**config.mk**
```make
export PLATFORM = sky130hd
export DESIGN_NAME = cfg_spi_regfile
export DESIGN_NICKNAME = d
export VERILOG_FILES = /design/src/rtl/cfg_spi_pkg.sv /design/src/rtl/spi_sync_edge.sv /design/src/rtl/spi_frame_fsm.sv /design/src/rtl/cfg_reg_bank.sv /design/src/rtl/cfg_spi_regfile.sv
export SDC_FILE = /design/constraint.sdc
export NUM_CORES = 1
export LEC_CHECK = 0
export BUFFER_PORTS_ARGS = -buffer_cell sky130_fd_sc_hd__buf_2
export CORE_MARGIN = 2
export CORE_UTILIZATION = 50
export CTS_CLUSTER_SIZE = 8
export DETAILED_ROUTE_END_ITERATION = 10
export PLACE_DENSITY = 0.68
export SLEW_MARGIN = 25
export SYNTH_ARGS = -nofsm -noshare
export SYNTH_HDL_FRONTEND = slang
export SYNTH_SLANG_ARGS = --single-unit
```
**constraint.sdc**
```tcl
create_clock -name clk -period 4.6 [get_ports clk]
set_input_delay 0 -clock clk [delete_from_list [all_inputs] [get_ports clk]]
set_output_delay 0 -clock clk [all_outputs]
set_load 0.03 [all_outputs]
```
**src/rtl/cfg_spi_pkg.sv**
```systemverilog
package cfg_spi_pkg;
    localparam int BYTE_W    = 8;
    localparam int BIT_CNT_W = $clog2(BYTE_W);
    localparam int SD_W      = 17;
    localparam int PAY_BYTES = 3;
    localparam int PAY_W     = PAY_BYTES * BYTE_W;
    localparam int CNT_W     = 2;
    localparam int CFG_BYTES = 2;
    localparam int NUM_CFG   = 3;

    localparam logic [BYTE_W-1:0] ADDR_GEN = 8'h01;
    localparam logic [BYTE_W-1:0] ADDR_CLK = 8'h02;
    localparam logic [BYTE_W-1:0] ADDR_ANA = 8'h03;
    localparam logic [BYTE_W-1:0] ADDR_SD  = 8'h0A;

    localparam logic [BYTE_W-1:0] RST_GEN = 8'h85;
    localparam logic [BYTE_W-1:0] RST_CLK = 8'hB7;
    localparam logic [BYTE_W-1:0] RST_ANA = 8'hFD;

    typedef enum logic [2:0] {
        ST_IDLE,
        ST_CMD,
        ST_PAYLOAD,
        ST_OVER,
        ST_COMMIT
    } frame_state_t;
endpackage

```
**src/rtl/spi_sync_edge.sv**
```systemverilog
module spi_sync_edge #(
    parameter int STAGES = 2
) (
    input  logic clk,
    input  logic rst_n,
    input  logic sclk_i,
    input  logic mosi_i,
    input  logic csel_i,
    output logic sclk_fall_o,
    output logic mosi_o,
    output logic csel_o
);
    localparam int NSIG = 3;

    logic [NSIG-1:0] raw;
    logic [NSIG-1:0] synced;
    logic            sclk_last;

    assign raw = {csel_i, mosi_i, sclk_i};

    for (genvar g = 0; g < NSIG; g++) begin : g_chain
        logic [STAGES-1:0] chain_q;
        always_ff @(posedge clk or negedge rst_n) begin
            if (!rst_n) chain_q <= '0;
            else        chain_q <= {chain_q[STAGES-2:0], raw[g]};
        end
        assign synced[g] = chain_q[STAGES-1];
    end

    always_ff @(posedge clk or negedge rst_n) begin
        if (!rst_n) sclk_last <= 1'b0;
        else        sclk_last <= synced[0];
    end

    assign sclk_fall_o = sclk_last & ~synced[0];
    assign mosi_o      = synced[1];
    assign csel_o      = synced[2];
endmodule

```
**src/rtl/spi_frame_fsm.sv**
```systemverilog
module spi_frame_fsm
    import cfg_spi_pkg::*;
(
    input  logic                clk,
    input  logic                rst_n,
    input  logic                sclk_fall,
    input  logic                mosi,
    input  logic                csel,
    output logic                wr_gen,
    output logic                wr_clk,
    output logic                wr_ana,
    output logic                wr_sd,
    output logic [BYTE_W-1:0]   cfg_byte,
    output logic [SD_W-1:0]     sd_word
);
    localparam logic [BIT_CNT_W-1:0] LAST_BIT   = BIT_CNT_W'(BYTE_W - 1);
    localparam logic [CNT_W-1:0]     CNT_CFG    = CNT_W'(CFG_BYTES);
    localparam logic [CNT_W-1:0]     CNT_SD     = CNT_W'(PAY_BYTES);

    frame_state_t           state, nxt;
    logic [BIT_CNT_W-1:0]   bit_cnt;
    logic [BYTE_W-2:0]      shreg;
    logic [BYTE_W-1:0]      cmd_q;
    logic [PAY_W-1:0]       pay_q;
    logic [CNT_W-1:0]       byte_cnt;
    logic                   byte_done;
    logic [BYTE_W-1:0]      byte_in;
    logic                   clean;
    logic                   cfg_ok;
    logic                   commit;

    assign byte_done = sclk_fall && (bit_cnt == LAST_BIT);
    assign byte_in   = {shreg, mosi};

    // state register
    always_ff @(posedge clk or negedge rst_n) begin
        if (!rst_n) state <= ST_IDLE;
        else        state <= nxt;
    end

    // transitions
    always_comb begin
        nxt = state;
        unique case (state)
            ST_IDLE:    if (csel) nxt = ST_CMD;
            ST_CMD: begin
                if (!csel)          nxt = ST_IDLE;
                else if (byte_done) nxt = ST_PAYLOAD;
            end
            ST_PAYLOAD: begin
                if (!csel)                               nxt = ST_COMMIT;
                else if (byte_done && byte_cnt == CNT_SD) nxt = ST_OVER;
            end
            ST_OVER:    if (!csel) nxt = ST_IDLE;
            ST_COMMIT:  nxt = ST_IDLE;
            default:    nxt = ST_IDLE;
        endcase
    end

    // datapath: bit and byte collection
    always_ff @(posedge clk or negedge rst_n) begin
        if (!rst_n) begin
            bit_cnt  <= '0;
            shreg    <= '0;
            cmd_q    <= '0;
            pay_q    <= '0;
            byte_cnt <= '0;
        end else begin
            unique case (state)
                ST_IDLE: if (csel) begin
                    bit_cnt  <= '0;
                    byte_cnt <= '0;
                    pay_q    <= '0;
                end
                ST_CMD, ST_PAYLOAD: if (csel && sclk_fall) begin
                    shreg   <= byte_in[BYTE_W-2:0];
                    bit_cnt <= bit_cnt + 1'b1;
                    if (bit_cnt == LAST_BIT) begin
                        if (state == ST_CMD) begin
                            cmd_q <= byte_in;
                        end else begin
                            pay_q    <= {pay_q[PAY_W-BYTE_W-1:0], byte_in};
                            byte_cnt <= byte_cnt + 1'b1;
                        end
                    end
                end
                default: ;
            endcase
        end
    end

    // outputs
    always_comb begin
        commit   = (state == ST_COMMIT);
        clean    = (bit_cnt == '0);
        cfg_ok   = (byte_cnt == CNT_CFG) &&
                   (pay_q[2*BYTE_W-1:BYTE_W] == ~pay_q[BYTE_W-1:0]);
        wr_gen   = commit && clean && cfg_ok && (cmd_q == ADDR_GEN);
        wr_clk   = commit && clean && cfg_ok && (cmd_q == ADDR_CLK);
        wr_ana   = commit && clean && cfg_ok && (cmd_q == ADDR_ANA);
        wr_sd    = commit && clean && (byte_cnt == CNT_SD) && (cmd_q == ADDR_SD);
        cfg_byte = pay_q[BYTE_W-1:0];
        sd_word  = pay_q[PAY_W-1:PAY_W-SD_W];
    end

    a_r10_commit_after_payload: assert property (@(posedge clk) disable iff (!rst_n)
        state == ST_COMMIT |-> $past(state) == ST_PAYLOAD);
    a_r6_over_never_commits: assert property (@(posedge clk) disable iff (!rst_n)
        state == ST_OVER |=> state != ST_COMMIT);
    a_r7_single_write_target: assert property (@(posedge clk) disable iff (!rst_n)
        $onehot0({wr_gen, wr_clk, wr_ana, wr_sd}));
endmodule

```
**src/rtl/cfg_reg_bank.sv**
```systemverilog
module cfg_reg_bank
    import cfg_spi_pkg::*;
(
    input  logic                clk,
    input  logic                rst_n,
    input  logic                wr_gen,
    input  logic                wr_clk,
    input  logic                wr_ana,
    input  logic                wr_sd,
    input  logic [BYTE_W-1:0]   cfg_byte,
    input  logic [SD_W-1:0]     sd_word,
    output logic [BYTE_W-1:0]   gen_q,
    output logic [BYTE_W-1:0]   clk_q,
    output logic [BYTE_W-1:0]   ana_q,
    output logic [SD_W-1:0]     sd_q,
    output logic                sd_pulse
);
    localparam logic [NUM_CFG-1:0][BYTE_W-1:0] RST_VALS = {RST_ANA, RST_CLK, RST_GEN};

    logic [NUM_CFG-1:0]             wr_vec;
    logic [NUM_CFG-1:0][BYTE_W-1:0] regs;

    assign wr_vec = {wr_ana, wr_clk, wr_gen};

    for (genvar i = 0; i < NUM_CFG; i++) begin : g_cfg
        always_ff @(posedge clk or negedge rst_n) begin
            if (!rst_n)        regs[i] <= RST_VALS[i];
            else if (wr_vec[i]) regs[i] <= cfg_byte;
        end

        a_r5_cfg_hold_without_write: assert property (@(posedge clk) disable iff (!rst_n)
            !$past(wr_vec[i]) |-> $stable(regs[i]));
    end

    always_ff @(posedge clk or negedge rst_n) begin
        if (!rst_n) begin
            sd_q     <= '0;
            sd_pulse <= 1'b0;
        end else begin
            sd_pulse <= wr_sd;
            if (wr_sd) sd_q <= sd_word;
        end
    end

    assign gen_q = regs[0];
    assign clk_q = regs[1];
    assign ana_q = regs[2];
endmodule

```
**src/rtl/cfg_spi_regfile.sv**
```systemverilog
module cfg_spi_regfile
    import cfg_spi_pkg::*;
#(
    parameter int SYNC_STAGES = 2
) (
    input  logic            clk,
    input  logic            rst_n,
    input  logic            spi_sclk,
    input  logic            spi_mosi,
    input  logic            spi_csel,
    output logic            rxd_idle_high,
    output logic            clkmon_off,
    output logic [1:0]      kick_src,
    output logic [2:0]      clkout2_div,
    output logic [2:0]      clkout1_div,
    output logic [1:0]      sysclk_div,
    output logic [7:0]      analog_off,
    output logic [16:0]     sd_value,
    output logic            sd_update
);
    logic                sclk_fall, mosi_s, csel_s;
    logic                wr_gen, wr_clk, wr_ana, wr_sd;
    logic [BYTE_W-1:0]   cfg_byte;
    logic [SD_W-1:0]     sd_word;
    logic [BYTE_W-1:0]   gen_q, clk_q, ana_q;

    spi_sync_edge #(.STAGES(SYNC_STAGES)) u_sync (
        .clk         (clk),
        .rst_n       (rst_n),
        .sclk_i      (spi_sclk),
        .mosi_i      (spi_mosi),
        .csel_i      (spi_csel),
        .sclk_fall_o (sclk_fall),
        .mosi_o      (mosi_s),
        .csel_o      (csel_s)
    );

    spi_frame_fsm u_fsm (
        .clk       (clk),
        .rst_n     (rst_n),
        .sclk_fall (sclk_fall),
        .mosi      (mosi_s),
        .csel      (csel_s),
        .wr_gen    (wr_gen),
        .wr_clk    (wr_clk),
        .wr_ana    (wr_ana),
        .wr_sd     (wr_sd),
        .cfg_byte  (cfg_byte),
        .sd_word   (sd_word)
    );

    cfg_reg_bank u_bank (
        .clk      (clk),
        .rst_n    (rst_n),
        .wr_gen   (wr_gen),
        .wr_clk   (wr_clk),
        .wr_ana   (wr_ana),
        .wr_sd    (wr_sd),
        .cfg_byte (cfg_byte),
        .sd_word  (sd_word),
        .gen_q    (gen_q),
        .clk_q    (clk_q),
        .ana_q    (ana_q),
        .sd_q     (sd_value),
        .sd_pulse (sd_update)
    );

    // field decode; positions are fixed by the host software
    assign rxd_idle_high = gen_q[4];
    assign clkmon_off    = gen_q[2];
    assign kick_src      = gen_q[1:0];
    assign clkout2_div   = clk_q[7:5];
    assign clkout1_div   = clk_q[4:2];
    assign sysclk_div    = clk_q[1:0];
    assign analog_off    = ana_q;

    a_r9_strobe_single_cycle: assert property (@(posedge clk) disable iff (!rst_n)
        sd_update |=> !sd_update);
    a_r8_dac_moves_with_strobe: assert property (@(posedge clk) disable iff (!rst_n)
        !sd_update |-> $stable(sd_value));
endmodule

```
==> results of run 1 <==
flip-flops by register name (all words and copies together) (netlist names):
signal	cells
u_bank.ana_q	8
u_bank.clk_q	8
u_sync.g_chain.chain_q	6
u_fsm.pay_q	24
u_bank.sd_pulse	1
u_sync.sclk_last	1
u_fsm.cmd_q	8
u_fsm.shreg	7
u_fsm.byte_cnt	2
u_fsm.state	3
u_fsm.bit_cnt	3
u_bank.sd_q	17
u_bank.gen_q	4
final cells by class:
cell class,count,area share
inverter,5,0.00430
clock inverter,5,0.0229
timing repair buffer,49,0.0631
sequential,92,0.532
clock buffer,11,0.0301
multi-input combinational,189,0.320
tap,99,0.0284
kinds of logic after synthesis:
kind of cell | count (synthesis) | share of synthesized area
flip-flops | 92 | 0.612
AND/OR/NAND/NOR | 86 | 0.124
multiplexers | 52 | 0.154
AO/OA/AOI/OAI | 37 | 0.0524
buffers and inverters | 17 | 0.0205
XOR/XNOR | 9 | 0.0208
adder cells (fa/ha/maj) | 5 | 0.0165
Yosys cell counts:
library cell / n
clkbuf_1: 8
mux2_2: 52
a31oi_1: 1
dfstp_2: 15
a211o_1: 1
o31ai_1: 1
nor4_4: 2
a21oi_1: 4
and4_1: 2
nor3_1: 1
ha_1: 5
buf_2: 2
nor3_2: 1
xnor2_1: 9
nor3b_1: 1
nor2_1: 7
buf_6: 1
nand2b_1: 2
a211oi_1: 1
nor3_4: 1
nor2b_1: 1
dfrtp_1: 77
and3_2: 1
and4bb_2: 1
inv_1: 5
nor4_1: 2
and3b_1: 1
buf_4: 1
o41ai_1: 1
o21ai_0: 28
or3_1: 1
nand4_2: 3
nor4b_1: 1
nand2_1: 54
nand3b_1: 3
nand4_1: 1
final timing paths:
path                                                   start  depth (start not counted)                      endpoint
worst max-delay path                        u_fsm.bit_cnt[0]                          6                u_bank.sd_q[9]
worst min-delay path                                   rst_n                          2               u_bank.gen_q[1]
worst max register to register              u_fsm.bit_cnt[0]                          6                u_bank.sd_q[9]
worst min register to register  u_sync.g_chain[1].chain_q[0]                          0  u_sync.g_chain[1].chain_q[1]
max in group asynchronous                              rst_n                          3                u_fsm.pay_q[8]
min in group clk                                    spi_sclk                          2  u_sync.g_chain[0].chain_q[0]
timing repair:
item | 4_1_cts | 5_1_grt
endpoints found under the setup margin | 0 | 0
buffers inserted | 0 | 0
hold buffers | 4 | 0
endpoints found under the hold margin | 37 | 0
worst max-delay path: stages (launching register included):
cell      delay [ns]
dfrtp_1         0.42
inv_1           0.07
ha_1            0.13
and4bb_2        0.27
nand4_2         0.14
nor3_4          0.72
mux2_2          0.41
layer usage:
layer,GRT usage,vias up
li1,-,1136
met1,0.252,1134
met2,0.272,45
met3,0.0357,11
met4,0.0909,0
met5,0,-
metrics by stage:
step                       util  area [um^2]
after floorplan               -         3790
after global placement    0.561         4090
after detailed placement  0.561         4090
after CTS                 0.599         4370
after global routing      0.599         4370
final                     0.599         4370
where the power goes:
part | leakage (nW) | internal, mW | switching (mW) | total (mW)
Sequential | 1.20 | 0.849 | 0.0529 | 0.902
Clock | 0.117 | 0.360 | 0.269 | 0.629
Combinational | 0.800 | 0.0444 | 0.0592 | 0.104
Total | 2.12 | 1.25 | 0.381 | 1.64
==> flow_summary.toml, run 1 <==
[route]
wl_met2_mm = 3.15
drt_pre_antenna_iters = 4
wirelength_mm = 6.86
drcViolationCount = 0
drtAntennaViolNets = 0
viasPerCell = 5.17
wl_met1_mm = 3.27
topRoutingLayerUsed = "met4"
met3_length_um = 287
dr_total_vias = 2326
routedWlPerCell_um = 15.2
drt_iter0_markers = 96

[clock_tree]
cts_inserted_buffers = 9
cts_tree = "yes"
cts-resized-gates = 0
cts_buffer_depth = 2
clockRootBuffer = "clkbuf_8"
clock_sinks = 92
htreeDepth = 3
clock_latency_ns = 0.36
clk_pin_slew_ns = 0.09

[global_routing]
grt_first_pass_wirelength_mm = 11.5
grt_usage = 0.181
grt_max_degree = 51
grt_pass1_vias = 2257
antenna_found_initial = 0
grt-ovfl-total = 0

[final_layout]
layout_common_cells = "dfrtp_1 (77), nand2_1 (54), mux2_2 (52)"
regArea_mm2 = 0.00232
mostFrequentLayoutCell = "dfrtp_1"
fin_cells = 450
area_growth_pct = 15.1
diodes = 0
multi_input_area_mm2 = 0.00140
fill_cells = 634
drive_gt1_frac = 0.385
layout.nets = 356

[placed_design]
port_buffers = 42
pre_cts_slack_ns = 2.31
gp_congestion = 0.816
dp_hpwl_mm = 4.75
placed_cells = 430

[sta]
whs_ns = 0.169
fin_ws_ns = 2.31
relSlewSlack = 0.313
rsz0062_at_grt = "no"
drv_slew = 0
tns_ns = 0
fmax_ghz = 0.437
setup_viol = 0
tightest_slew_ns = 1.03
clock_skew_ns = 0.00615
post-route-min-period_ns = 2.29
fin_crit_sh = 0.498
finalHoldViolations = 0

[synthesis]
synth_cells = 298
yosys.area.top_type_share = 0.508
ys_ff_latch = 92
synthesis.area_mm2 = 0.00379
synth_largest_area_cell = "dfrtp_1"
syn_area_per_cell_um2 = 12.7
yosysUniqueCellTypes = 36
synth_nets = 308
yosys-top-cells-area = "dfrtp_1 (51%), mux2_2 (15%), dfstp_2 (10%), nand2_1 (5.3%), o21ai_0 (3.7%)"
ys_warn_count = 0
yosysSeqAreaShare = 0.612

[floorplan]
die_x_um = 91.1
ios = 43
start_util = 0.520
core_mm2 = 0.00729
rows = 31
die_area_mm2 = 0.00830
die_h_um = 91.1

[status]
outcome = "complete, no violations"

[job]
drv_cap = 0

[worst_setup_path]
required_ns = 4.84
crit_fanout = 17
cp-start-kind = "register"
crit_arrival_ns = 2.53
worstSetupEndpointType = "register"
crit_type = "register to register"
r2r_slack_ns = 2.31

[power]
ir_drop_mv = 0.159
total_power_mw = 1.64
powerDensity_mw_per_mm2 = 375
p_leak_nw = 2.12

[hold_path]
min_path_type = "input port to async pin"
Power figures use the tool's default switching activity.
==> inputs of run 2 (changes only) <==
- PLACE_DENSITY: 0.68 -> 0.71
- clock period: 4.6 -> 1.9 ns (I/O delays scaled with it)
==> run 2 against run 1 <==
  * The flow now finishes with violations (setup timing)
  * Flip-flop and latch count stayed put
  * Register-to-register slack lost 2.3 ns
  * Final cell count rose by 4.7%
  * Clock-buffer cell count shrank 2
  * Clock skew is 0.0055 ns higher
  * Core utilization up 3.4 points
  * Cell area grew 5.7%
  * Global-route usage increased by 0.90 points
  * Total power grew 130%
  * First-iteration DRC count rose by 120%
  * Via count grew 6.1%
  * Critical path type unchanged
==> flow_summary.toml, run 2 (same netlist as run 1, synthesis figures left out) <==
[status]
outcome = "finished, violations left"
violations = "setup timing"

[worst_setup_path]
crit_type = "register to register"
critPathMaxStageDelay_ns = 0.40
required_ns = 2.15
path_buf_inv = 1
cp_top_family = "simple AND/OR/NAND/NOR gates"
worstSetupEndpointType = "register"
crit_fanout = 8
cp-start-kind = "register"
cpMostUsedCell = "ha_1"
crit_arrival_ns = 2.15
cp_slowest_cell = "or3_4"
crit_chain = "buf_4 -> ha_1 -> ha_1 -> and3b_1 -> nand2_2 -> or3_4 -> mux2_2"

[placed_design]
gp_congestion = 0.805
post_dp_cell_area_mm2 = 0.00426
pre_cts_slack_ns = 0.00484
placed_cells = 445
dp_hpwl_mm = 5.01
port_buffers = 42

[hold_path]
min_path_type = "input port to async pin"

[sta]
tightest_slew_ns = 0.450
post-route-min-period_ns = 1.90
finalHoldViolations = 0
whs_ns = 0.162
fin_crit_sh = 1.00
relSlewSlack = 0.700
fmax_ghz = 0.526
tns_ns = -0.00306
fin_ws_ns = -0.00191
setup_viol = 2
drv_slew = 0
clock_skew_ns = 0.0117
rsz0062_at_grt = "yes"

[final_layout]
diodes = 0
layout.nets = 377
mostFrequentLayoutCell = "dfrtp_1"
largest_reg_flops = 24
area_growth_pct = 21.7
fin_area_mm2 = 0.00462
regMostFlops = "u_fsm.pay_q"
layout_common_cells = "dfrtp_1 (77), nand2_1 (53), buf_2 (41)"
largestRegisters = "u_fsm.pay_q (24), u_bank.sd_q (17)"
fin_cells = 471
drive_gt1_frac = 0.433

[clock_tree]
clock_latency_ns = 0.36
clock_sinks = 92
cts_inserted_buffers = 9
cts_tree = "yes"
htreeDepth = 3
clk_pin_slew_ns = 0.09
cts_buffer_depth = 2
clockRootBuffer = "clkbuf_8"

[route]
routedWlPerCell_um = 15.8
viasPerCell = 5.24
drt_pre_antenna_iters = 4
drcViolationCount = 0
drt_iter0_markers = 210
drtAntennaViolNets = 0
wirelength_mm = 7.44
dr_total_vias = 2467

[power]
powerDensity_mw_per_mm2 = 817
ir_drop_mv = 0.360
p_leak_nw = 2.25

[global_routing]
grt_pass1_vias = 2454
grt_usage = 0.190
grt-ovfl-total = 0
antenna_found_initial = 0
grt_first_pass_wirelength_mm = 12.4
grt_max_degree = 51

[floorplan]
start_util = 0.520
die_x_um = 91.1
ios = 43
rows = 31
die_h_um = 91.1
core_mm2 = 0.00729
die_area_mm2 = 0.00830

[job]
drv_cap = 0
## run 2: changes by cell type in the layout (fill, tap and decap cells not counted), sizes merged
cell         previous run  this run
buf                    45        65
bufinv                  3         0
clkbuf                 11         9
clkinvlp                0         1
dlygate4sd3             4         5
inv                     5         9
## run 2: routing by layer
layer / vias to the layer above / global-route usage / routed length, um
li1: 1172 / - / -
met1: 1232 / 0.262 / 3500
met2: 55 / 0.299 / 3610
met3: 8 / 0.0415 / 247
met4: 0 / 0.0682 / 83
met5: - / 0 / 0
## run 2: final timing paths
kind | from | end | slack, ns | cells after the start
max | u_fsm.bit_cnt[0] | u_fsm.cmd_q[5] | -0.002 | 7
min reg2reg | u_sync.g_chain[1].chain_q[0] | u_sync.g_chain[1].chain_q[1] | 0.36 | 0
max in group asynchronous | rst_n | u_fsm.pay_q[2] | 1.13 | 3
min in group clk | spi_csel | u_sync.g_chain[2].chain_q[0] | 0.28 | 2
min | rst_n | u_bank.gen_q[2] | 0.16 | 2
max reg2reg | u_fsm.bit_cnt[0] | u_fsm.cmd_q[5] | -0.002 | 7
## run 2: layout make-up
class	instances	area [um^2]
clock buffers	9	124
clock inverters	7	65.1
fillers	598	2680
inverters	5	18.8
multi-input cells	189	1480
flip-flops and latches	92	2320
well taps	99	124
repair buffers	70	480
## run 2: timing repair
action                                  in CTS  in global routing
hold buffers                                 5                  0
pin swaps                                    0                  3
gates resized for setup                      3                 22
cloned                                       1                  0
endpoints found under the setup margin      27                 42
buffers inserted                             3                  3
hold endpoints to repair                    84                  0
## run 2: metrics by stage
stage	util	power (mW)
final	0.633	3.77
after global routing	0.633	3.93
after CTS	0.625	3.80
after detailed placement	0.584	2.52
after global placement	0.584	2.50
after floorplan	-	2.35
## run 2: worst reg2reg max path, stage by stage (launching register included)
cell and delay, ns:
dfrtp_1 0.36, buf_4 0.12, ha_1 0.15, ha_1 0.17, and3b_1 0.21, nand2_2 0.09, or3_4 0.40, mux2_2 0.30
## run 2: report_power, final
group          switching, mW  internal, mW
registers              0.101          2.06
clock network          0.751         0.507
logic                  0.194         0.159
==> inputs of run 3 (changes only) <==
- CELL_PAD_IN_SITES_DETAIL_PLACEMENT: not set -> 1
- CELL_PAD_IN_SITES_GLOBAL_PLACEMENT: not set -> 2
- CORE_UTILIZATION: 50 -> 36
- CTS_CLUSTER_DIAMETER: not set -> 50
- PLACE_DENSITY: 0.71 -> 0.73
==> run 3 against run 2 <==
  * The flow now finishes without violations
  * Critical path depth fell by 1
  * Register-to-register slack better by 0.03 ns
  * Hold slack got worse by 0.077 ns
  * Clock skew up 0.0011 ns
  * Clock power up 6%
  * Non-clock buffer count is 3 lower
  * Clock-buffer cell count is 2 higher
  * Routed wire length grew 6.7%
  * Sequential power about the same
  * Via count decreased by 0.93%
  * Die area up 37%
  * Highest routed layer unchanged
==> flow_summary.toml, run 3 (same netlist as run 1, synthesis figures left out) <==
[status]
outcome = "complete, no violations"

[worst_setup_path]
cpMostUsedCell = "ha_1"
path_buf_inv = 0
cp_top_family = "simple AND/OR/NAND/NOR gates"
cp-start-kind = "register"
crit_type = "register to register"
worstSetupEndpointType = "register"
cp_slowest_cell = "dfrtp_1"
crit_chain = "ha_1 -> ha_1 -> and3b_2 -> nand2_1 -> or3_4 -> mux2_2"
critPathMaxStageDelay_ns = 0.41
required_ns = 2.15
crit_arrival_ns = 2.12
crit_fanout = 8

[clock_tree]
clk_pin_slew_ns = 0.09
clock_sinks = 92
cts_inserted_buffers = 9
cts_tree = "yes"
cts_buffer_depth = 2
clockRootBuffer = "clkbuf_8"
clock_latency_ns = 0.36
htreeDepth = 3

[floorplan]
die_x_um = 107
core_mm2 = 0.0103
die_area_mm2 = 0.0114
start_util = 0.369
ios = 43
die_h_um = 107
rows = 37

[global_routing]
grt_first_pass_wirelength_mm = 13.4
grt_pass1_vias = 2577
antenna_found_initial = 0
grt-ovfl-total = 0
grt_usage = 0.154
grt_max_degree = 51

[sta]
post-route-min-period_ns = 1.88
rsz0062_at_grt = "yes"
relSlewSlack = 0.702
clock_skew_ns = 0.0128
fin_crit_sh = 0.987
finalHoldViolations = 0
setup_viol = 0
tightest_slew_ns = 0.443
drv_slew = 0
fmax_ghz = 0.533

[route]
viasPerCell = 4.84
wirelength_mm = 7.94
drtAntennaViolNets = 0
routedWlPerCell_um = 15.7
dr_total_vias = 2444
drt_pre_antenna_iters = 4
drcViolationCount = 0
drt_iter0_markers = 69

[power]
ir_drop_mv = 0.459
p_leak_nw = 2.23
powerDensity_mw_per_mm2 = 838

[job]
drv_cap = 0

[placed_design]
port_buffers = 42
dp_hpwl_mm = 5.51
post_dp_cell_area_mm2 = 0.00429
gp_congestion = 0.695

[final_layout]
drive_gt1_frac = 0.428
regMostFlops = "u_fsm.pay_q"
largest_reg_flops = 24
area_growth_pct = 21.3
layout.nets = 374
largestRegisters = "u_fsm.pay_q (24), u_bank.sd_q (17)"
multi_input_area_mm2 = 0.00144
diodes = 0
post-route-util = 0.448
fill_cells = 1111
fin_area_mm2 = 0.00460
layout_common_cells = "dfrtp_1 (77), nand2_1 (54), mux2_2 (51)"
regArea_mm2 = 0.00232
mostFrequentLayoutCell = "dfrtp_1"

[hold_path]
min_path_type = "input port to async pin"
## run 3: cell count changes in the layout (fill, tap and decap cells not counted), sizes merged
cell	change
bufinv	+1
dlygate4sd3	-1
clkinv	-1
buf	-2
clkbuf	+2
inv	-3
clkinvlp	+1
## run 3: power by group
group          internal, mW  switching, mW  leakage, nW  total [mW]
combinational         0.163          0.199        0.938       0.363
clock                 0.647          0.689       0.0959        1.34
sequential             2.06          0.102         1.20        2.16
total                  2.87          0.990         2.23        3.86
## run 3: what timing repair did
item	4_1_cts	5_1_grt
gates resized for setup	2	7
setup endpoints to repair	16	36
hold endpoints to repair	77	0
hold buffers	4	0
setup buffers	0	3
pin swaps	0	3
## run 3: worst register-to-register path, delay by kind of cell (launching register included)
kind	cells	cell delay, ns
adders and majority gates	2	0.35
DFF	1	0.41
muxes	1	0.30
and+or+nand+nor	3	0.70
## run 3: final timing paths
check	from	endpoint	slack, ns	cells after the start
worst min-delay path	rst_n	u_fsm.pay_q[11]	0.09	2
min in group clk	spi_sclk	u_sync.g_chain[0].chain_q[0]	0.28	2
worst max-delay path	u_fsm.bit_cnt[0]	u_fsm.cmd_q[6]	0.02	6
max in group asynchronous	rst_n	u_bank.gen_q[0]	1.08	3
worst min register to register	u_sync.g_chain[2].chain_q[0]	u_sync.g_chain[2].chain_q[1]	0.36	0
worst max register to register	u_fsm.bit_cnt[0]	u_fsm.cmd_q[6]	0.02	6
## run 3: layout make-up
class	instances	area share
clock inverters	5	0.0128
multi-input cells	189	0.313
clock buffers	11	0.0307
flip-flops and latches	92	0.504
repair buffers	67	0.0982
well taps	136	0.0370
inverters	5	0.00408
## run 3: routing by layer
layer | vias to the layer above | GRT usage | routed length (um)
met3 | 10 | 0.0340 | 270
met2 | 42 | 0.232 | 3540
met4 | 0 | 0.0529 | 109
li1 | 1159 | - | -
met1 | 1233 | 0.220 | 4020
met5 | - | 0 | 0
## run 3: per-stage QoR
stage          cells  setup TNS (ns)  setup WS [ns]  power (mW)  hold WS, ns
5_1_grt          505           -1.22        -0.0643        4.05        0.101
6_report         505               0         0.0238        3.86       0.0857
4_1_cts          502               0         0.0137        3.89       0.0800
2_1_floorplan    298               0         0.0318        2.35       -0.296
3_5_place_dp     482          -0.772        -0.0732        2.53      -0.0511
3_3_place_gp     482          -0.538        -0.0688        2.52      -0.0495
